--- config.mk ---
export PLATFORM = sky130hd
export DESIGN_NAME = mxbus_ctrl
export DESIGN_NICKNAME = d
export VERILOG_FILES = /design/src/rtl/mxbus_pkg.sv /design/src/rtl/mxbus_seq.sv /design/src/rtl/mxbus_pins.sv /design/src/rtl/mxbus_rcap.sv /design/src/rtl/mxbus_ctrl.sv
export SDC_FILE = /design/constraint.sdc
export NUM_CORES = 1
export LEC_CHECK = 0
export BUFFER_PORTS_ARGS = -buffer_cell sky130_fd_sc_hd__buf_4
export CELL_PAD_IN_SITES_DETAIL_PLACEMENT = 0
export CELL_PAD_IN_SITES_GLOBAL_PLACEMENT = 1
export CORE_ASPECT_RATIO = 1.2
export CORE_MARGIN = 2
export CORE_UTILIZATION = 40
export CTS_CLUSTER_DIAMETER = 150
export CTS_CLUSTER_SIZE = 30
export DETAILED_ROUTE_END_ITERATION = 12
export PLACE_DENSITY = 0.75
export SLEW_MARGIN = 20
export SYNTH_ARGS = -nofsm -noshare
export SYNTH_HDL_FRONTEND = slang
export SYNTH_SLANG_ARGS = --single-unit
--- constraint.sdc ---
create_clock -name clk -period 2.56 [get_ports clk]
set_input_delay 0 -clock clk [delete_from_list [all_inputs] [get_ports clk]]
set_output_delay 0 -clock clk [all_outputs]
set_load 0.01 [all_outputs]
--- src/rtl/mxbus_pkg.sv ---
package mxbus_pkg;
  localparam int BUS_W   = 16;
  localparam int LANE_W  = 8;
  localparam int N_LANES = BUS_W / LANE_W;

  typedef enum logic [1:0] {PH_IDLE, PH_ADDR, PH_DATA, PH_HELD} phase_e;

  // Byte driven on one lane of a write transfer.
  function automatic logic [LANE_W-1:0] lane_wbyte(
    input logic [BUS_W-1:0] w,
    input logic             full,
    input logic             second,
    input int               lane
  );
    if (full) return w[lane*LANE_W +: LANE_W];
    return second ? w[BUS_W-1 -: LANE_W] : w[LANE_W-1:0];
  endfunction

  // Read result assembled at the end of the last transfer of an access.
  function automatic logic [BUS_W-1:0] join_rdata(
    input logic              word,
    input logic              bus16,
    input logic              odd,
    input logic [BUS_W-1:0]  ad,
    input logic [LANE_W-1:0] low
  );
    if (word) return bus16 ? ad : {ad[LANE_W-1:0], low};
    return {{(BUS_W-LANE_W){1'b0}},
            (bus16 && odd) ? ad[BUS_W-1 -: LANE_W] : ad[LANE_W-1:0]};
  endfunction
endpackage

--- src/rtl/mxbus_seq.sv ---
module mxbus_seq
  import mxbus_pkg::*;
#(
  parameter int WAIT_W = 3
) (
  input  logic              clk,
  input  logic              rst_n,
  input  logic              cfg_dyn_width,
  input  logic              cfg_hold_en,
  input  logic [WAIT_W-1:0] cfg_max_wait,
  input  logic              req_valid,
  input  logic [BUS_W-1:0]  req_addr,
  input  logic [BUS_W-1:0]  req_wdata,
  input  logic              req_word,
  input  logic              req_write,
  input  logic              req_fetch,
  input  logic              pin_ready,
  input  logic              pin_buswidth,
  input  logic              pin_hold,
  output phase_e            ph_q,
  output logic [BUS_W-1:0]  addr_q,
  output logic [BUS_W-1:0]  wdata_q,
  output logic              word_q,
  output logic              write_q,
  output logic              fetch_q,
  output logic              second_q,
  output logic              bus16_q,
  output logic              done_q,
  output logic [WAIT_W-1:0] wait_q,
  output logic              ev_split,
  output logic              ev_last
);
  logic ev_grant, ev_start, ev_cyc_end;

  assign ev_grant   = (ph_q == PH_IDLE) && cfg_hold_en && pin_hold;
  assign ev_start   = (ph_q == PH_IDLE) && !ev_grant && req_valid && !done_q;
  assign ev_cyc_end = (ph_q == PH_DATA) && (pin_ready || (wait_q == cfg_max_wait));
  assign ev_split   = ev_cyc_end && word_q && !bus16_q && !second_q;
  assign ev_last    = ev_cyc_end && !ev_split;

  always_ff @(posedge clk or negedge rst_n) begin
    if (!rst_n) begin
      ph_q     <= PH_IDLE;
      addr_q   <= '0;
      wdata_q  <= '0;
      word_q   <= 1'b0;
      write_q  <= 1'b0;
      fetch_q  <= 1'b0;
      second_q <= 1'b0;
      bus16_q  <= 1'b0;
      done_q   <= 1'b0;
      wait_q   <= '0;
    end else begin
      done_q <= ev_last;
      unique case (ph_q)
        PH_IDLE: begin
          if (ev_grant) begin
            ph_q <= PH_HELD;
          end else if (ev_start) begin
            ph_q     <= PH_ADDR;
            addr_q   <= req_word ? {req_addr[BUS_W-1:1], 1'b0} : req_addr;
            wdata_q  <= req_wdata;
            word_q   <= req_word;
            write_q  <= req_write;
            fetch_q  <= req_fetch;
            second_q <= 1'b0;
          end
        end
        PH_ADDR: begin
          ph_q   <= PH_DATA;
          wait_q <= '0;
          if (!second_q) bus16_q <= cfg_dyn_width & pin_buswidth;
        end
        PH_DATA: begin
          if (ev_split) begin
            ph_q      <= PH_ADDR;
            second_q  <= 1'b1;
            addr_q[0] <= 1'b1;
          end else if (ev_last) begin
            ph_q <= PH_IDLE;
          end else begin
            wait_q <= wait_q + 1'b1;
          end
        end
        PH_HELD: begin
          if (!pin_hold || !cfg_hold_en) ph_q <= PH_IDLE;
        end
        default: ph_q <= PH_IDLE;
      endcase
    end
  end
endmodule

--- src/rtl/mxbus_pins.sv ---
module mxbus_pins
  import mxbus_pkg::*;
(
  input  phase_e           ph,
  input  logic [BUS_W-1:0] addr,
  input  logic [BUS_W-1:0] wdata,
  input  logic             word,
  input  logic             second,
  input  logic             write,
  input  logic             fetch,
  input  logic             bus16,
  input  logic             cfg_split_wr,
  input  logic             cfg_adv_mode,
  output logic [BUS_W-1:0] ad_o,
  output logic             ad_oe,
  output logic             astb,
  output logic             rd_n,
  output logic             wr_n,
  output logic             bhe_n,
  output logic             inst,
  output logic             ctl_oe,
  output logic             hlda
);
  logic in_addr, in_data, in_xfer, odd, incl_hi, lane_hi, lane_lo;
  logic [BUS_W-1:0] wr_lanes;

  assign in_addr = (ph == PH_ADDR);
  assign in_data = (ph == PH_DATA);
  assign in_xfer = in_addr || in_data;
  assign odd     = addr[0];
  assign incl_hi = odd || (word && !second);
  assign lane_hi = odd || (word && bus16);
  assign lane_lo = !odd;

  for (genvar l = 0; l < N_LANES; l++) begin : g_lane
    assign wr_lanes[l*LANE_W +: LANE_W] = lane_wbyte(wdata, word && bus16, second, l);
  end

  always_comb begin
    ad_o   = in_addr ? addr : wr_lanes;
    ad_oe  = in_addr || (in_data && write);
    astb   = cfg_adv_mode ? !in_xfer : in_addr;
    rd_n   = !(in_data && !write);
    wr_n   = cfg_split_wr ? !(in_data && write && lane_lo) : !(in_data && write);
    bhe_n  = cfg_split_wr ? !(in_data && write && lane_hi) : !(in_xfer && incl_hi);
    inst   = in_xfer && fetch && !write;
    ctl_oe = (ph != PH_HELD);
    hlda   = (ph == PH_HELD);
  end
endmodule

--- src/rtl/mxbus_rcap.sv ---
module mxbus_rcap
  import mxbus_pkg::*;
(
  input  logic             clk,
  input  logic             rst_n,
  input  logic             ev_split,
  input  logic             ev_last,
  input  logic             word,
  input  logic             bus16,
  input  logic             odd,
  input  logic [BUS_W-1:0] pin_ad_i,
  output logic [BUS_W-1:0] rdata_q
);
  logic [LANE_W-1:0] low_q;

  always_ff @(posedge clk or negedge rst_n) begin
    if (!rst_n) begin
      low_q   <= '0;
      rdata_q <= '0;
    end else begin
      if (ev_split) low_q <= pin_ad_i[LANE_W-1:0];
      if (ev_last)  rdata_q <= join_rdata(word, bus16, odd, pin_ad_i, low_q);
    end
  end
endmodule

--- src/rtl/mxbus_ctrl.sv ---
module mxbus_ctrl
  import mxbus_pkg::*;
#(
  parameter int WAIT_W = 3
) (
  input  logic              clk,
  input  logic              rst_n,
  input  logic              cfg_dyn_width,
  input  logic              cfg_split_wr,
  input  logic              cfg_adv_mode,
  input  logic              cfg_hold_en,
  input  logic [WAIT_W-1:0] cfg_max_wait,
  input  logic              req_valid,
  input  logic [15:0]       req_addr,
  input  logic [15:0]       req_wdata,
  input  logic              req_word,
  input  logic              req_write,
  input  logic              req_fetch,
  output logic              req_done,
  output logic [15:0]       req_rdata,
  input  logic [15:0]       pin_ad_i,
  output logic [15:0]       pin_ad_o,
  output logic              pin_ad_oe,
  output logic              pin_astb,
  output logic              pin_rd_n,
  output logic              pin_wr_n,
  output logic              pin_bhe_n,
  output logic              pin_inst,
  output logic              pin_ctl_oe,
  input  logic              pin_ready,
  input  logic              pin_buswidth,
  input  logic              pin_hold,
  output logic              pin_hlda,
  output logic              pin_breq
);
  phase_e            ph_q;
  logic [BUS_W-1:0]  addr_q, wdata_q;
  logic              word_q, write_q, fetch_q, second_q, bus16_q, done_q;
  logic [WAIT_W-1:0] wait_q;
  logic              ev_split, ev_last;
  logic              ph_is_data;

  mxbus_seq #(.WAIT_W(WAIT_W)) i_seq (
    .clk(clk), .rst_n(rst_n), .cfg_dyn_width(cfg_dyn_width), .cfg_hold_en(cfg_hold_en),
    .cfg_max_wait(cfg_max_wait), .req_valid(req_valid), .req_addr(req_addr),
    .req_wdata(req_wdata), .req_word(req_word), .req_write(req_write), .req_fetch(req_fetch),
    .pin_ready(pin_ready), .pin_buswidth(pin_buswidth), .pin_hold(pin_hold),
    .ph_q(ph_q), .addr_q(addr_q), .wdata_q(wdata_q), .word_q(word_q), .write_q(write_q),
    .fetch_q(fetch_q), .second_q(second_q), .bus16_q(bus16_q), .done_q(done_q),
    .wait_q(wait_q), .ev_split(ev_split), .ev_last(ev_last)
  );

  mxbus_pins i_pins (
    .ph(ph_q), .addr(addr_q), .wdata(wdata_q), .word(word_q), .second(second_q),
    .write(write_q), .fetch(fetch_q), .bus16(bus16_q), .cfg_split_wr(cfg_split_wr),
    .cfg_adv_mode(cfg_adv_mode), .ad_o(pin_ad_o), .ad_oe(pin_ad_oe), .astb(pin_astb),
    .rd_n(pin_rd_n), .wr_n(pin_wr_n), .bhe_n(pin_bhe_n), .inst(pin_inst),
    .ctl_oe(pin_ctl_oe), .hlda(pin_hlda)
  );

  mxbus_rcap i_rcap (
    .clk(clk), .rst_n(rst_n), .ev_split(ev_split), .ev_last(ev_last), .word(word_q),
    .bus16(bus16_q), .odd(addr_q[0]), .pin_ad_i(pin_ad_i), .rdata_q(req_rdata)
  );

  assign req_done   = done_q;
  assign pin_breq   = pin_hlda && cfg_hold_en && req_valid;
  assign ph_is_data = (ph_q == PH_DATA);
endmodule

# Yosys cells after proc, flatten, opt, wreduce, memory -nomap -nowiden
# Cells that the tools add are included.
classes:
  addsub: 1
  n_eq_ne: 13
  muxes: 33
  n_bitwise: 3
  n_reduce_logical: 51
op_table:
  columns: ["operator", "count"]
  rows:
  - ["$mux W16", 4]
  - ["$mux W8", 6]
  - ["$logic_and A1 B1 Y1", 22]
  - ["$logic_not A1 Y1", 15]
  - ["$mux W1", 12]
  - ["$mux W2", 5]
  - ["$ne A2 B2 Y1 const B", 5]
  - ["$reduce_and A3 Y1", 3]
  - ["$pmux W2 S4", 1]
  - ["$logic_or A1 B1 Y1", 6]
  - ["$mux W3", 2]
  - ["$pmux W3 S2", 1]
  - ["$eq A2 B2 Y1 const B", 2]
  - ["$ne A2 B1 Y1 const B", 2]
  - ["$pmux W1 S2", 2]
  - ["$reduce_and A4 Y1", 1]
  - ["$reduce_bool A2 Y1", 2]
  - ["$add A3 B1 Y3 const B", 1]
  - ["$eq A3 B3 Y1", 1]
  - ["$ne A3 B1 Y1 const B", 1]
  - ["$ne A3 B3 Y1 const B", 1]
  - ["$eq A2 B1 Y1 const B", 1]
  - ["$logic_not A2 Y1", 1]
  - ["$not A1 Y1", 2]
  - ["2 further kinds", 2]
totals:
  register_bits: 67
  input_bits: 64
  output_inout_bits: 42
  elab_cells: 114

# Longest topological paths before layout
logic_depth:
  word_depth: 11
  mapped_depth: 7
  mapped_depth_nobuf: 6

# Cells and area by module
# A second synthesis with hierarchy kept.
hier_totals:
  hier_cells: 309
  area_unflattened_um2: 3529.6
modules_own_cells:
  columns: ["mod", "instances", "cells_each", "area_each_um2"]
  rows:
  - ["mxbus_seq", 1, 120, 1796.7]
  - ["mxbus_rcap", 1, 98, 1218.7]
  - ["mxbus_pins", 1, 90, 508.0]
  - ["mxbus_ctrl", 1, 1, 6.3]

# Least setup slack after synthesis
# Ideal clock, no wire load.
synth_path:
  path_type: "reg2reg"
  from: "reg i_seq.ph_q[0]"
  to: "reg i_seq.addr_q[15]"
  arrival_time_ns: 1.721
  required_ns: 2.435
  slack_ns: 0.714
  stages_incl_launch_ff: 7
  path_buffers: 1
  path_cell_list: "dfrtp_1 inv_1 ha_1 inv_1 nor3_4 buf_2 mux2_2"
synth_between:
  elab_chain_len: 8
  word_cells_on_any_way: 9
synth_lines:
  columns: ["item", "line", "text"]
  rows:
  - ["start, declared", "mxbus_seq.sv:20", "output phase_e ph_q,"]
  - ["start signal, assigned", "mxbus_seq.sv:43", "ph_q <= PH_IDLE;"]
  - ["start signal, assigned", "mxbus_seq.sv:58", "ph_q <= PH_HELD;"]
  - ["start signal, assigned", "mxbus_seq.sv:60", "ph_q <= PH_ADDR;"]
  - ["$logic_not A2 Y1 *", "mxbus_seq.sv:35, mxbus_seq.sv:36, mxbus_seq.sv:55", null]
  - ["$logic_and A1 B1 Y1 (2 in a row)", "mxbus_seq.sv:35", "assign ev_grant = (ph_q == PH_IDLE) && cfg_hold_en && pin_hold;"]
  - ["$logic_not A1 Y1", "mxbus_seq.sv:36", "assign ev_start = (ph_q == PH_IDLE) && !ev_grant && req_valid && !done_q;"]
  - ["$logic_and A1 B1 Y1 (3 in a row)", "mxbus_seq.sv:36", null]
  - ["$reduce_and A3 Y1 (no source line) *", null, null]
  - ["end signal, assigned", "mxbus_seq.sv:61", "addr_q <= req_word ? {req_addr[BUS_W-1:1], 1'b0} : req_addr;"]
  - ["end, declared", "mxbus_seq.sv:21", "output logic [BUS_W-1:0] addr_q,"]
# Every way passes the cells marked *; elsewhere a longest branch is shown, timed or not.
# A chain may end at the register's enable or synchronous reset.

# Worst setup path after layout
layout_path:
  from: "reg i_seq.ph_q[0]"
  to: "reg i_seq.wdata_q[2]"
layout_between:
  elab_chain_len: 8
  word_cells_on_any_way: 9
layout_lines:
  columns: ["item", "line", "text"]
  rows:
  - ["$logic_not A2 Y1 *", "mxbus_seq.sv:35, mxbus_seq.sv:36, mxbus_seq.sv:55", null]
  - ["$logic_and A1 B1 Y1 (2 in a row)", "mxbus_seq.sv:35", null]
  - ["$logic_not A1 Y1", "mxbus_seq.sv:36", null]
  - ["$logic_and A1 B1 Y1 (3 in a row)", "mxbus_seq.sv:36", null]
  - ["$reduce_and A3 Y1 (no source line) *", null, null]
  - ["end signal, assigned", "mxbus_seq.sv:62", "wdata_q <= req_wdata;"]
  - ["end, declared", "mxbus_seq.sv:22", "output logic [BUS_W-1:0] wdata_q,"]
# Marks and branches as above.

==> results.toml <==
[run_status]
status = "complete, no violations"

[global_routing]
antenna_found_initial = 0
grt_pass1_wl_um = 14500
grt_overflow = 0
grt_pass1_vias = 2991
gr-usage-all-layers_pct = 18.58
grt_max_degree = 68

[job]
max-cap-violations = 0

[timing]
setup_viol = 0
rsz0062_at_grt = "false"
whs_ps = 71.31
final.min_clock_period_ps = 2042
max-slew-margin-rel_pct = 41.12
fin_tns_setup_ps = 0
slew_violations = 0
fmax_mhz = 489.6
worstMarginPinSlew_ps = 883.2
finClkSkew_ps = 8.049
final-hold-violation-count = 0
finalCritPeriodShare_pct = 79.78

[detailed_routing]
drt-wirelength-per-cell_um = 14.80
wirelength_um = 8670
drc_errors = 0
vias_per_cell = 4.978
drt-initial-drc-count = 119
detail-route-antenna-nets = 0
dr.pass1.iters = 4
vias = 2917

[cts]
root_buffer = "clkbuf_8"
cts_sinks = 67
clockBufferDepth = 2
htreeDepth = 3
post_cts_buffers = 0
path_clk_slew_ps = 70
numCtsBuffers = 9
cts_tree = "built"
clk-insertion-delay-late_ps = 340
cts-resized-gates = 0
cts_hold_buf = 45

[cells_and_area]
fin_cells = 586
fin_util_pct = 57.64
drive_above_1_share_pct = 41.42
fin_nets = 533
area_growth_pct = 41.59
final_cell_area_sq_um = 5180
n_antenna_cell = 0

[placed_design]
place_area_sq_um = 4562
gp_congestion = 0.7430
dp.cells = 527
place_hpwl_um = 5801
numPortBuffers = 105

[die]
die-area_sq_um = 9931
die_height_um = 108.8
io_pins = 106
initial_core_util_pct = 40.71
rows = 38
die_w_um = 91.31
core_area_sq_um = 8986

[yosys]
synth_compound_area_share_pct = 9.576
syn_inst = 312
synth_fa_ha_area_share_pct = 2.052
yosys-mux-area-fraction_pct = 27.80
synth_top_family_by_area = "multiplexers"
yosys_warnings = 0
ys_types = 42
synth-seq-cells = 67
ys_seq_area_share_pct = 45.83
avgSynthCellArea_sq_um = 11.73
synthSimpleGateAreaFrac_pct = 10.29
mappedNetlistArea_sq_um = 3659
synth.net_count = 382
synth-xor-area-share_pct = 1.334

[critical_path]
crit_path_end_kind = "register"
critPathMaxStageDelay_ps = 430
reg2reg_slack_ps = 520
cp.required_ps = 2780
cp_slowest_cell = "buf_4"
cp-start-kind = "register"
crit_path_max_fanout = 36
crit_chain = "inv_1 -> ha_1 -> inv_1 -> nor3_4 -> buf_4 -> mux2_2"
worstSetupPathType = "reg -> reg"
cp_common_cell = "inv_1"
arrival_ps = 2260

[power_and_ir_drop]
peakVddDrop_uv = 618.5
powerDensity_nw_per_um2 = 1041
power_leakage_nw = 2.405

[worst_hold_path]
min_path_type = "in -> reg"
## sequential cells by signal, summed over array words and instances, names as in the netlist
signal / cells
i_seq.fetch_q: 1
i_seq.done_q: 1
i_seq.wdata_q: 16
i_seq.word_q: 1
i_seq.ph_q: 2
i_rcap.low_q: 8
i_seq.addr_q: 16
i_seq.bus16_q: 1
i_seq.write_q: 1
i_seq.second_q: 1
i_seq.wait_q: 3
i_rcap.rdata_q: 16
## logic make-up (layout without fill, tap and decap cells)
logic type	Yosys count	count (layout)
adders and majority gates	6	6
AOI/OAI and AO/OA	54	54
and+or+nand+nor	67	67
buffers and inverters	24	178
DFF	67	67
muxes	91	91
xor gates and xnor gates	3	3
## final timing paths
check,start,end,cells after the start
min reg2reg,i_seq.fetch_q,i_seq.fetch_q,1
min in group asynchronous,rst_n,i_seq.wait_q[0],2
max,i_seq.ph_q[0],i_seq.wdata_q[2],6
min,pin_ad_i[15],i_rcap.rdata_q[15],4
max in group asynchronous,rst_n,i_seq.wdata_q[13],2
max reg2reg,i_seq.ph_q[0],i_seq.wdata_q[2],6
## worst max-delay path, delay by kind of cell (launching register included)
| kind | cells | cell delay, ps |
|---|---|---|
| buf+inv | 3 | 690 |
| flops | 1 | 400 |
| simple gates | 1 | 180 |
| fa+ha+maj | 1 | 240 |
| mux | 1 | 400 |
## power breakdown
group          total (mW)  leakage [nW]  switching [mW]  internal, mW
combinational        2.74          1.49            1.25          1.48
sequential           1.88         0.828           0.342          1.54
clock               0.778        0.0843           0.385         0.393
total                5.39          2.40            1.98          3.42
## metal layers
layer | vias up | GRT usage, % | wire, um
met4 | 0 | 6.385 | 99
met5 | - | 0 | 0
met3 | 8 | 5.183 | 505
met1 | 1401 | 22.73 | 3742
li1 | 1421 | - | -
met2 | 87 | 31.75 | 4322
## layout make-up
cell class,instances,area (sq um)
Clock buffer,12,155.1
Clock inverter,2,12.51
Fill cell,762,3806
Inverter,7,26.28
Multi-Input combinational cell,221,1868
Sequential cell,67,1677
Tap cell,120,150.1
Timing Repair Buffer,157,1291
## synthesized netlist by cell type
library cell | instances | share of area, %
nand2b_1 | 4 | 0.68
a31o_2 | 1 | 0.24
nand3b_1 | 1 | 0.21
xnor2_2 | 3 | 1.3
mux2_2 | 49 | 15
nor2b_1 | 18 | 3.1
o311ai_0 | 1 | 0.24
clkbuf_1 | 6 | 0.62
mux2_4 | 9 | 3.7
a21o_1 | 1 | 0.21
o31ai_1 | 1 | 0.21
o22ai_1 | 1 | 0.17
a211o_1 | 1 | 0.24
a221o_1 | 1 | 0.27
a311o_1 | 1 | 0.27
a311oi_1 | 1 | 0.24
buf_8 | 1 | 0.41
and3b_1 | 1 | 0.24
and2_1 | 1 | 0.17
nand3_2 | 1 | 0.27
a21boi_0 | 1 | 0.21
nor2_1 | 2 | 0.21
nor3_1 | 3 | 0.41
buf_2 | 10 | 1.4
a21oi_1 | 11 | 1.5
inv_1 | 7 | 0.72
nor3b_2 | 1 | 0.34
a21oi_4 | 1 | 0.44
nor4b_1 | 1 | 0.24
a31oi_2 | 1 | 0.34
ha_1 | 6 | 2.1
nand3_1 | 4 | 0.55
a211oi_1 | 9 | 1.8
nor3_4 | 1 | 0.44
and3_1 | 1 | 0.17
dfrtp_1 | 67 | 46
a31oi_1 | 1 | 0.17
o221ai_1 | 1 | 0.24
o21ai_0 | 20 | 2.7
nand2_1 | 27 | 2.8
mux2i_1 | 33 | 9.0
nor3b_4 | 1 | 0.51
## cells in the final DEF, fill, tap and decap left out, types with 6 or more instances in the layout
cell type / instances
buf_4: 112
dfrtp_1: 67
mux2_2: 49
dlygate4sd3_1: 45
mux2i_1: 33
nand2_1: 27
o21ai_0: 20
nor2b_1: 18
a21oi_1: 11
clkbuf_8: 11
a211oi_1: 9
mux2_4: 9
inv_1: 7
ha_1: 6
## through the flow
step / power (mW) / worst slack [ps]
final: 5.394 / 517.6
after global routing: 5.816 / 406.0
after CTS: 5.453 / 522.9
after detailed placement: 4.604 / 529.3
after global placement: 4.545 / 570.6
after floorplan: 3.550 / 714.2
Power figures use the tool's default switching activity.
